==> config.mk <==
export PLATFORM = sky130hd
export DESIGN_NAME = ssp_framer
export DESIGN_NICKNAME = d
export VERILOG_FILES = /design/src/rtl/ssp_pkg.sv /design/src/rtl/ssp_clkdiv.sv /design/src/rtl/ssp_frame_seq.sv /design/src/rtl/ssp_tx_shift.sv /design/src/rtl/ssp_rx_shift.sv /design/src/rtl/ssp_framer.sv
export SDC_FILE = /design/constraint.sdc
export NUM_CORES = 1
export LEC_CHECK = 0
export ABC_AREA = 1
export BUFFER_PORTS_ARGS = -buffer_cell sky130_fd_sc_hd__buf_2
export CAP_MARGIN = 20
export CORE_ASPECT_RATIO = 0.9
export CORE_MARGIN = 1
export CORE_UTILIZATION = 40
export CTS_CLUSTER_DIAMETER = 50
export DETAILED_ROUTE_END_ITERATION = 6
export PLACE_DENSITY = 0.61
export RECOVER_POWER = 50
export SYNTH_ARGS = -nofsm -noshare
export SYNTH_HDL_FRONTEND = slang
export SYNTH_HIERARCHICAL = 1
export SYNTH_SLANG_ARGS = --single-unit
==> constraint.sdc <==
create_clock -name clk -period 2.5 [get_ports clk]
set_input_delay 0.125 -clock clk [delete_from_list [all_inputs] [get_ports clk]]
set_output_delay 0.125 -clock clk [all_outputs]
set_load 0.005 [all_outputs]
==> src/rtl/ssp_pkg.sv <==
package ssp_pkg;
  typedef enum logic [2:0] {
    SEQ_IDLE,
    SEQ_ARM,
    SEQ_LEAD,
    SEQ_SHIFT,
    SEQ_GAP,
    SEQ_STROBE
  } seq_state_e;
endpackage

==> src/rtl/ssp_clkdiv.sv <==
module ssp_clkdiv #(
  parameter int DIV = 4
) (
  input  logic clk,
  input  logic rst,
  output logic bclk_o,
  output logic rise_o,
  output logic fall_o
);
  localparam int CW   = (DIV > 2) ? $clog2(DIV) : 1;
  localparam int HALF = DIV / 2;

  logic [CW-1:0] cnt_q, cnt_nxt;

  always_comb begin
    if (cnt_q == CW'(DIV - 1)) cnt_nxt = '0;
    else                       cnt_nxt = cnt_q + 1'b1;
  end

  // event flags: the edge that ends this count value moves bclk
  assign rise_o = (cnt_q == CW'(DIV - 1));
  assign fall_o = (cnt_q == CW'(HALF - 1));

  always_ff @(posedge clk) begin
    if (rst) begin
      cnt_q  <= '0;
      bclk_o <= 1'b1;
    end else begin
      cnt_q  <= cnt_nxt;
      bclk_o <= (cnt_nxt < CW'(HALF));
    end
  end
endmodule

==> src/rtl/ssp_frame_seq.sv <==
module ssp_frame_seq
  import ssp_pkg::*;
#(
  parameter int WORD_W = 16
) (
  input  logic clk,
  input  logic rst,
  input  logic rise_i,
  input  logic start_i,
  input  logic fmt_word_i,
  output logic busy_o,
  output logic accept_o,
  output logic in_shift_o,
  output logic done_o,
  output logic frm_n_o,
  output logic end_n_o
);
  localparam int BYTE_W = WORD_W / 2;
  localparam int BW     = $clog2(WORD_W);

  seq_state_e state_q, state_nxt;
  logic [BW-1:0] bit_q;
  logic          hi_q;
  logic          byte_q;
  logic          last_bit;

  assign last_bit   = byte_q ? (bit_q == BW'(BYTE_W - 1)) : (bit_q == BW'(WORD_W - 1));
  assign busy_o     = (state_q != SEQ_IDLE);
  assign accept_o   = (state_q == SEQ_IDLE) && start_i;
  assign in_shift_o = (state_q == SEQ_SHIFT);
  assign done_o     = rise_i && (state_q == SEQ_SHIFT) && last_bit && (!byte_q || hi_q);

  always_comb begin
    state_nxt = state_q;
    case (state_q)
      SEQ_IDLE:   if (start_i) state_nxt = SEQ_ARM;
      SEQ_ARM:    if (rise_i) state_nxt = SEQ_LEAD;
      SEQ_LEAD:   if (rise_i) state_nxt = SEQ_SHIFT;
      SEQ_SHIFT:
        if (rise_i && last_bit) begin
          if (byte_q && !hi_q) state_nxt = SEQ_GAP;
          else if (byte_q)     state_nxt = SEQ_IDLE;
          else                 state_nxt = SEQ_STROBE;
        end
      SEQ_GAP:    if (rise_i) state_nxt = SEQ_SHIFT;
      SEQ_STROBE: if (rise_i) state_nxt = SEQ_IDLE;
      default:    state_nxt = SEQ_IDLE;
    endcase
  end

  always_ff @(posedge clk) begin
    if (rst) begin
      state_q <= SEQ_IDLE;
      bit_q   <= '0;
      hi_q    <= 1'b0;
      byte_q  <= 1'b0;
      frm_n_o <= 1'b1;
      end_n_o <= 1'b1;
    end else begin
      state_q <= state_nxt;
      if (accept_o) begin
        byte_q <= !fmt_word_i;
        hi_q   <= 1'b0;
      end
      if (rise_i && (state_q == SEQ_LEAD || state_q == SEQ_GAP)) bit_q <= '0;
      else if (rise_i && state_q == SEQ_SHIFT && !last_bit)       bit_q <= bit_q + 1'b1;
      if (state_q == SEQ_SHIFT && state_nxt == SEQ_GAP) hi_q <= 1'b1;
      frm_n_o <= (state_nxt != SEQ_SHIFT);
      end_n_o <= !((state_nxt == SEQ_STROBE) || (state_nxt == SEQ_GAP) ||
                   (state_nxt == SEQ_SHIFT && hi_q));
    end
  end
endmodule

==> src/rtl/ssp_tx_shift.sv <==
module ssp_tx_shift #(
  parameter int WORD_W = 16
) (
  input  logic              clk,
  input  logic              rst,
  input  logic              load_i,
  input  logic [WORD_W-1:0] data_i,
  input  logic              adv_i,
  input  logic              clear_i,
  output logic              sdo_o
);
  logic [WORD_W-1:0] sreg_q;

  always_ff @(posedge clk) begin
    if (rst)          sreg_q <= '0;
    else if (load_i)  sreg_q <= data_i;
    else if (clear_i) sreg_q <= '0;
    else if (adv_i)   sreg_q <= {sreg_q[WORD_W-2:0], 1'b0};
  end

  assign sdo_o = sreg_q[WORD_W-1];
endmodule

==> src/rtl/ssp_rx_shift.sv <==
module ssp_rx_shift #(
  parameter int WORD_W = 16
) (
  input  logic              clk,
  input  logic              rst,
  input  logic              sample_i,
  input  logic              sdi_i,
  input  logic              done_i,
  output logic [WORD_W-1:0] data_o,
  output logic              valid_o
);
  logic [WORD_W-1:0] sreg_q;

  always_ff @(posedge clk) begin
    if (rst) begin
      sreg_q  <= '0;
      data_o  <= '0;
      valid_o <= 1'b0;
    end else begin
      if (sample_i) sreg_q <= {sreg_q[WORD_W-2:0], sdi_i};
      valid_o <= done_i;
      if (done_i) data_o <= sreg_q;
    end
  end
endmodule

==> src/rtl/ssp_framer.sv <==
module ssp_framer #(
  parameter int WORD_W = 16,
  parameter int DIV    = 4
) (
  input  logic              clk,
  input  logic              rst,
  input  logic              fmt_word_i,
  input  logic              tx_start_i,
  input  logic [WORD_W-1:0] tx_data_i,
  output logic              tx_busy_o,
  input  logic              rx_start_i,
  output logic              rx_busy_o,
  output logic [WORD_W-1:0] rx_data_o,
  output logic              rx_valid_o,
  output logic              bclk_o,
  output logic              sdo_o,
  output logic              sdo_frm_n_o,
  output logic              sdo_end_n_o,
  input  logic              sdi_i,
  output logic              sdi_frm_n_o,
  output logic              sdi_end_n_o
);
  logic rise, fall;
  logic tx_acc, tx_in_shift, tx_done;
  logic rx_acc, rx_in_shift, rx_done;

  ssp_clkdiv #(.DIV(DIV)) div_i (
    .clk(clk), .rst(rst), .bclk_o(bclk_o), .rise_o(rise), .fall_o(fall)
  );

  ssp_frame_seq #(.WORD_W(WORD_W)) tx_seq_i (
    .clk(clk), .rst(rst), .rise_i(rise), .start_i(tx_start_i), .fmt_word_i(fmt_word_i),
    .busy_o(tx_busy_o), .accept_o(tx_acc), .in_shift_o(tx_in_shift), .done_o(tx_done),
    .frm_n_o(sdo_frm_n_o), .end_n_o(sdo_end_n_o)
  );

  ssp_tx_shift #(.WORD_W(WORD_W)) tx_sh_i (
    .clk(clk), .rst(rst), .load_i(tx_acc), .data_i(tx_data_i),
    .adv_i(rise && tx_in_shift), .clear_i(tx_done), .sdo_o(sdo_o)
  );

  ssp_frame_seq #(.WORD_W(WORD_W)) rx_seq_i (
    .clk(clk), .rst(rst), .rise_i(rise), .start_i(rx_start_i), .fmt_word_i(fmt_word_i),
    .busy_o(rx_busy_o), .accept_o(rx_acc), .in_shift_o(rx_in_shift), .done_o(rx_done),
    .frm_n_o(sdi_frm_n_o), .end_n_o(sdi_end_n_o)
  );

  ssp_rx_shift #(.WORD_W(WORD_W)) rx_sh_i (
    .clk(clk), .rst(rst), .sample_i(fall && rx_in_shift && !rx_acc), .sdi_i(sdi_i),
    .done_i(rx_done), .data_o(rx_data_o), .valid_o(rx_valid_o)
  );
endmodule

* Word level (Yosys, flattened, before mapping) *
Cells that the tools add are included.

word-level totals
  bits in read-only memories = 0
  bits in writable memories = 0
  register bits = 74
  output and inout bits = 25
  bits in latches = 0
  logic and storage cells = 123
  memories kept = 0

cells by class
  $add $sub $neg = 3
  reduce and logical (&&, ||, !) cells = 51
  bitwise logic cells = 0
  shift-type cells = 0
  multipliers = 0
  multiplexer cells = 26
  $lt $le $gt $ge = 1
  div/mod/pow operators = 0
  eq/ne operators = 24

operator list
  kind                                                                      number
  16-bit 2-to-1 mux                                                         3
  3-bit 2-to-1 mux                                                          14
  3-bit case mux with 5 select lines                                        2
  3-bit == test (second input constant)                                     8
  1-bit logical AND                                                         22
  3-bit by 2-bit == test with 1-bit output (second input constant)          6
  1-bit logical NOT                                                         10
  3-bit nonzero test                                                        3
  4-bit by 1-bit adder with 4-bit output (second input constant)            2
  4-bit by 3-bit == test with 1-bit output (second input constant)          2
  4-bit == test (second input constant)                                     2
  1-bit logical OR                                                          8
  2-bit OR reduction                                                        4
  3-bit by 1-bit == test with 1-bit output (second input constant)          2
  3-bit logical NOT                                                         2
  1-bit 2-to-1 mux                                                          6
  3-bit by 2-bit inequality test with 1-bit output (second input constant)  2
  2-bit nonzero test                                                        2
  2-bit by 1-bit adder with 2-bit output (second input constant)            1
  2-bit by 1-bit == test with 1-bit output (second input constant)          1
  2-bit == test (second input constant)                                     1
  2-bit < comparator (second input constant)                                1
  2-bit 2-to-1 mux                                                          1

* Longest topological paths before layout *
  depth after elaboration = 9
  mapped depth = 11

* Hierarchy *
Netlist, hierarchy kept.

by module, submodules not included
  module         cells each  times used  area an instance (sq um)
  ssp_rx_shift   191         1           1,323.8
  ssp_frame_seq  90          2           594.3
  ssp_tx_shift   123         1           855.8
  ssp_clkdiv     12          1           113.9
  ssp_framer     4           1           17.5

* Worst setup path before layout *
No wires, ideal clock.

  kind = register to register
  start point = reg div_i.cnt_q[0]
  end point = reg tx_sh_i.sreg_q[10]
  buffers on the path = 1
  required time = 2,385 ps
  arrival = 1,623 ps
  setup time = 115 ps
  slack = 762 ps
  stages on the path, launching flop included = 9
  cell sequence = dfxtp_1 ha_1 inv_1 nor2_4 o211a_1 nor2_8 buf_6 a21boi_1 nor2_1

between the ends
  longest elaborated chain between the ends = 6

RTL lines
  item                               RTL line             RTL
  start, declared                    ssp_clkdiv.sv:13     logic [CW-1:0] cnt_q, cnt_nxt;
  start signal, assigned             ssp_clkdiv.sv:29     cnt_q <= cnt_nxt;
  2-bit == test *                    ssp_clkdiv.sv:21     assign rise_o = (cnt_q == CW'(DIV - 1));
  via rise                           ssp_framer.sv:23     logic rise, fall;
  1-bit logical AND * (3 in series)  ssp_frame_seq.sv:31  assign done_o = rise_i && (state_q == SEQ_SHIFT) && last_bit && (!byte_q || hi_q);
  via tx_done                        ssp_framer.sv:24     logic tx_acc, tx_in_shift, tx_done;
  16-bit 2-to-1 mux                  ssp_tx_shift.sv:17   else if (clear_i) sreg_q <= '0;
  16-bit 2-to-1 mux                  ssp_tx_shift.sv:16   else if (load_i) sreg_q <= data_i;
  end signal, assigned               ssp_tx_shift.sv:16
  end signal, assigned               ssp_tx_shift.sv:18   else if (adv_i) sreg_q <= {sreg_q[WORD_W-2:0], 1'b0};
  end, declared                      ssp_tx_shift.sv:12   logic [WORD_W-1:0] sreg_q;

Mark *: on every way through the listed nets, which the timed path passes. The rest lies on a longest branch.
A chain may end at the register's enable or synchronous reset.

* Worst setup path in the final report *
  start point = reg tx_seq_i.state_q[2]
  end point = reg tx_sh_i.sreg_q[3]

RTL lines
  item                                                                      RTL line             RTL
  start, declared                                                           ssp_frame_seq.sv:21  seq_state_e state_q, state_nxt;
  start signal, assigned                                                    ssp_frame_seq.sv:60  state_q <= state_nxt;
  3-bit logical NOT *                                                       ssp_frame_seq.sv:29  assign accept_o = (state_q == SEQ_IDLE) && start_i;
  1-bit logical AND *                                                       ssp_frame_seq.sv:29
  via tx_acc                                                                ssp_framer.sv:24
  3-bit nonzero test (no line) / 16-bit 2-to-1 mux (equally long branches)  --

Marked as above.

==> results.md <==
- Global routing's busiest layer: met2
- Total nets after synthesis: 536
- Count of flip-flops with a built-in enable after synthesis: 0
- Synthesized netlist cell count: 510
- Fraction of final layout cells with drive strength greater than 1: 13.0%
- Endpoint of the lowest-slack register-to-register path: tx_sh_i/sreg_q[3]
- First-pass GRT wire length: 12100 um
- Start-to-end type of the worst setup path: flop to flop
- Via count: 3072
- Total internal power: 1.86 mW
- Setup repair after global routing missed its margin: no
- Area growth, synth to finish: 12.9%
- Cell accounting for the most synthesized area: dfxtp_1
- Clock network fraction of design power: 41.4%
- Final Hold Violating Endpoints: 0
- Worst VDD drop: 0.334 mV
- Reported leakage power: 1.80 nW
- Number of cells on the worst hold path: 3
- Total Routing Usage GR: 16.7%
- Relative slew margins: 48.7%
- Area of the multi-input gates: 1600 sq um
- Number of clock sinks: 74
- Cell depth of the worst flop-to-flop path: 7
- Part of the total power dissipated in sequential elements: 50.3%
- CTS tree: built
- Post-Syn Area: 3500 sq um
- Total Routed Length: 6840 um
- IO Port Bufs: 46
- Data required time of the worst path: 2.79 ns
- Primary flip-flop cell chosen by synthesis mapping: dfxtp_1
- Core region area: 8260 sq um
- Ports placed on the boundary: 47
- Total of cells resized after clock tree synthesis: 0
- DRC violations left: 0
- Overall Power: 2.46 mW
- Die Footprint: 9130 sq um
- Part of the cycle the worst path needs: 79.7%
- Clock Tree Buf Depth: 2
- Total negative setup slack: 0 ns
- Routability congestion estimate: 0.916
- Origin of the critical flop-to-flop path: tx_seq_i/state_q[2]
- Net Sw Frac: 24.5%
- Total of endpoints with negative setup slack in the final report: 0
- Maximum number of pins on one net before global-route repair: 34
- Launch instance of the worst min-delay path: tx_data_i[0]
- Maximum fanout along the worst path: 19
- Remaining antenna violation count after routing: 0
- Number of warning messages in the yosys log: 6
- Number of max-slew violations in the final report: 0
- Average via count per standard cell: 4.54
- Antenna Cells: 0
- Power share of the combinational group: 8.3%
- CTS Root Cell: clkbuf_8
- Average instance area after synthesis: 6.86 sq um
- Row cnt: 31
- Clock latency at the later pin of the worst-skew pair: 0.35 ns
- Kind of end point of the critical path: flop
- Vert. Die Dim: 90.7 um
- Switching power: 0.603 mW
- Outcome: finished, final reports clean
- Final critical delay including setup and external delays: 1.99 ns
- Endpoint, Worst Hold: tx_sh_i/sreg_q[0]
- Number of maximum-capacitance constraint violations: 0
- Global routing met3 resource utilization: 4.88%
- Hold WC Path Type: input port to flop
- WL/cell: 10.1 um
- Pwr per Cell Area: 622 nW/um^2
- Cell types occupying the most area after synthesis: dfxtp_1 42%, nand2_1 17%, nor2_1 10%, inv_1 6.9%, nand3_1 3.3%
- Met1 demand-to-capacity share in global routing: 20.6%
- Length of the first detailed-routing pass in iterations: 5
- CTS H-tree depth: 3
- Flop and latch count out of synthesis: 74
- Arrival time reported for the critical path endpoint: 2.29 ns
- Overflow after GRT: 0
- Max Fclk: 502 MHz
- Slew of the pin with the lowest slew margin: 0.769 ns
- Number of nets in the final layout: 583
- Die Span X: 101 um
- Fraction of registers with async set or reset after synthesis: 0%
- Number of antenna violations at the first check in global routing: 0
- Sequential share of the synthesized area: 42.3%
- Fraction of synthesized cell area taken by the top area cell type: 42.3%
- Kind of start point of the critical path: flop
- Clock transition at path regs: 0.08 ns
- Final worst clock skew: 0.0117 ns
- Post-DP HPWL: 4690 um
- Initial core utilization: 42.4%
- Starting DRC count in detailed routing: 145
- Cell variety after synth: 32
- Area taken by flip-flops and latches: 1480 sq um
- Met2 global-route usage: 27.2%
- R2R setup slack: 0.51 ns
- Number of clock buffers inserted by TritonCTS: 9
- # fillers: 855
- Vias in the first global route: 2793
[layer usage]
layer	part of all wire (%)	vias to the layer above
met5	0	-
met1	50	1336
met2	43	81
met3	5.8	8
li1	-	1647
met4	1.3	0
[worst max-delay path, cell delays in order (launching register included)]
cell	delay (ns)
dfxtp_1	0.38
nor2_1	0.16
nand3_1	0.17
inv_1	0.21
clkbuf_1	0.61
nand2_1	0.13
a21boi_1	0.17
nor2_1	0.11
[cells in the mapped netlist, types with 2 or more instances]
| cell type | number |
|---|---|
| nand2_1 | 154 |
| o21a_1 | 2 |
| o21ai_0 | 11 |
| a21oi_1 | 13 |
| nand3_2 | 2 |
| or2_0 | 2 |
| inv_1 | 64 |
| inv_2 | 2 |
| nor2_2 | 9 |
| buf_6 | 10 |
| buf_2 | 3 |
| a21boi_1 | 9 |
| o21ai_1 | 9 |
| a211oi_1 | 2 |
| nand3_1 | 23 |
| nand4_1 | 2 |
| buf_4 | 2 |
| dfxtp_1 | 74 |
| nor2_4 | 2 |
| nor2_1 | 93 |
| a21oi_2 | 2 |
| a21boi_0 | 3 |
| nand3b_1 | 2 |
| nand2_2 | 2 |
| ha_1 | 4 |
| o211a_1 | 2 |
| nor3_1 | 2 |
[final cells by class]
type,count,area share [%]
clock buffers,10,3.23
clock inverters,6,2.28
inverters,66,6.27
multi-input cells,354,40.5
flip-flops and latches,74,37.5
well taps,115,3.64
repair buffers,52,6.53
[how the worst max path moves through the flow]
stage               slack (ns)  depth (start not counted)                 from                  to
floorplan                 0.76                          8       div_i/cnt_q[0]  tx_sh_i/sreg_q[10]
global placement          0.71                          9       div_i/cnt_q[0]  tx_sh_i/sreg_q[14]
detailed placement        0.65                          9       div_i/cnt_q[0]  tx_sh_i/sreg_q[14]
CTS                       0.65                          9       div_i/cnt_q[0]  tx_sh_i/sreg_q[14]
global route              0.31                          7  tx_seq_i/state_q[2]   tx_sh_i/sreg_q[3]
finish                    0.51                          7  tx_seq_i/state_q[2]   tx_sh_i/sreg_q[3]
[per-stage QoR]
step                      worst slack (ns)  hold slack (ns)  util [%]  area, sq um  std cells
after floorplan                      0.762            0.194         -         3500        510
after global placement               0.710            0.344      45.6         3760        660
after detailed placement             0.654            0.340      45.6         3760        660
after CTS                            0.654          0.00904      48.3         3990        677
after global routing                 0.313           0.0320      47.8         3950        677
final                                0.507           0.0286      47.8         3950        677
[power by group through the flow]
stage               sequential, mW  combinational (mW)  clock [mW]
detailed placement            1.26               0.209           0
floorplan                     1.26               0.161           0
CTS                           1.24               0.211        1.06
global route                  1.24               0.237        1.11
global placement              1.26               0.207           0
finish                        1.24               0.204        1.02
[sequential cells by signal, summed over array words and instances, names as in the netlist]
register and flops:
rx_sh_i/data_o 16, rx_sh_i/sreg_q 16, tx_sh_i/sreg_q 16, rx_seq_i/bit_q 4, tx_seq_i/bit_q 4, rx_seq_i/state_q 3, tx_seq_i/state_q 3, div_i/cnt_q 2
div_i/bclk_o 1, rx_seq_i/byte_q 1, rx_seq_i/end_n_o 1, rx_seq_i/frm_n_o 1, rx_seq_i/hi_q 1, rx_sh_i/valid_o 1, tx_seq_i/byte_q 1, tx_seq_i/end_n_o 1
tx_seq_i/frm_n_o 1, tx_seq_i/hi_q 1
[repair_timing]
item | 4_1_cts | 5_1_grt
hold buffers | 1 | 0
setup buffers | 0 | 0
endpoints found under the hold margin | 2 | 0
[placed cells by master, fill, tap and decap left out, types with 3 or more instances in the layout]
| cell | Yosys | routed |
|---|---|---|
| ha_1 | 4 | 4 |
| nand2_1 | 154 | 156 |
| o21ai_0 | 11 | 11 |
| buf_2 | 3 | 38 |
| nor2_1 | 93 | 96 |
| clkbuf_8 | 0 | 9 |
| a21boi_1 | 9 | 9 |
| clkbuf_1 | 1 | 11 |
| nor2_2 | 9 | 8 |
| inv_1 | 64 | 64 |
| o21ai_1 | 9 | 9 |
| a21oi_1 | 13 | 13 |
| dfxtp_1 | 74 | 74 |
| a21boi_0 | 3 | 3 |
| nand3_1 | 23 | 23 |
[logic make-up after synthesis]
| logic type | Yosys count | synth area share, % |
|---|---|---|
| and+or+nand+nor | 296 | 35.5 |
| DFF | 74 | 42.3 |
| buffers and inverters | 82 | 11.3 |
| AOI/OAI and AO/OA | 54 | 9.47 |
| adders and majority gates | 4 | 1.43 |
(Power assumes the default switching activity.)
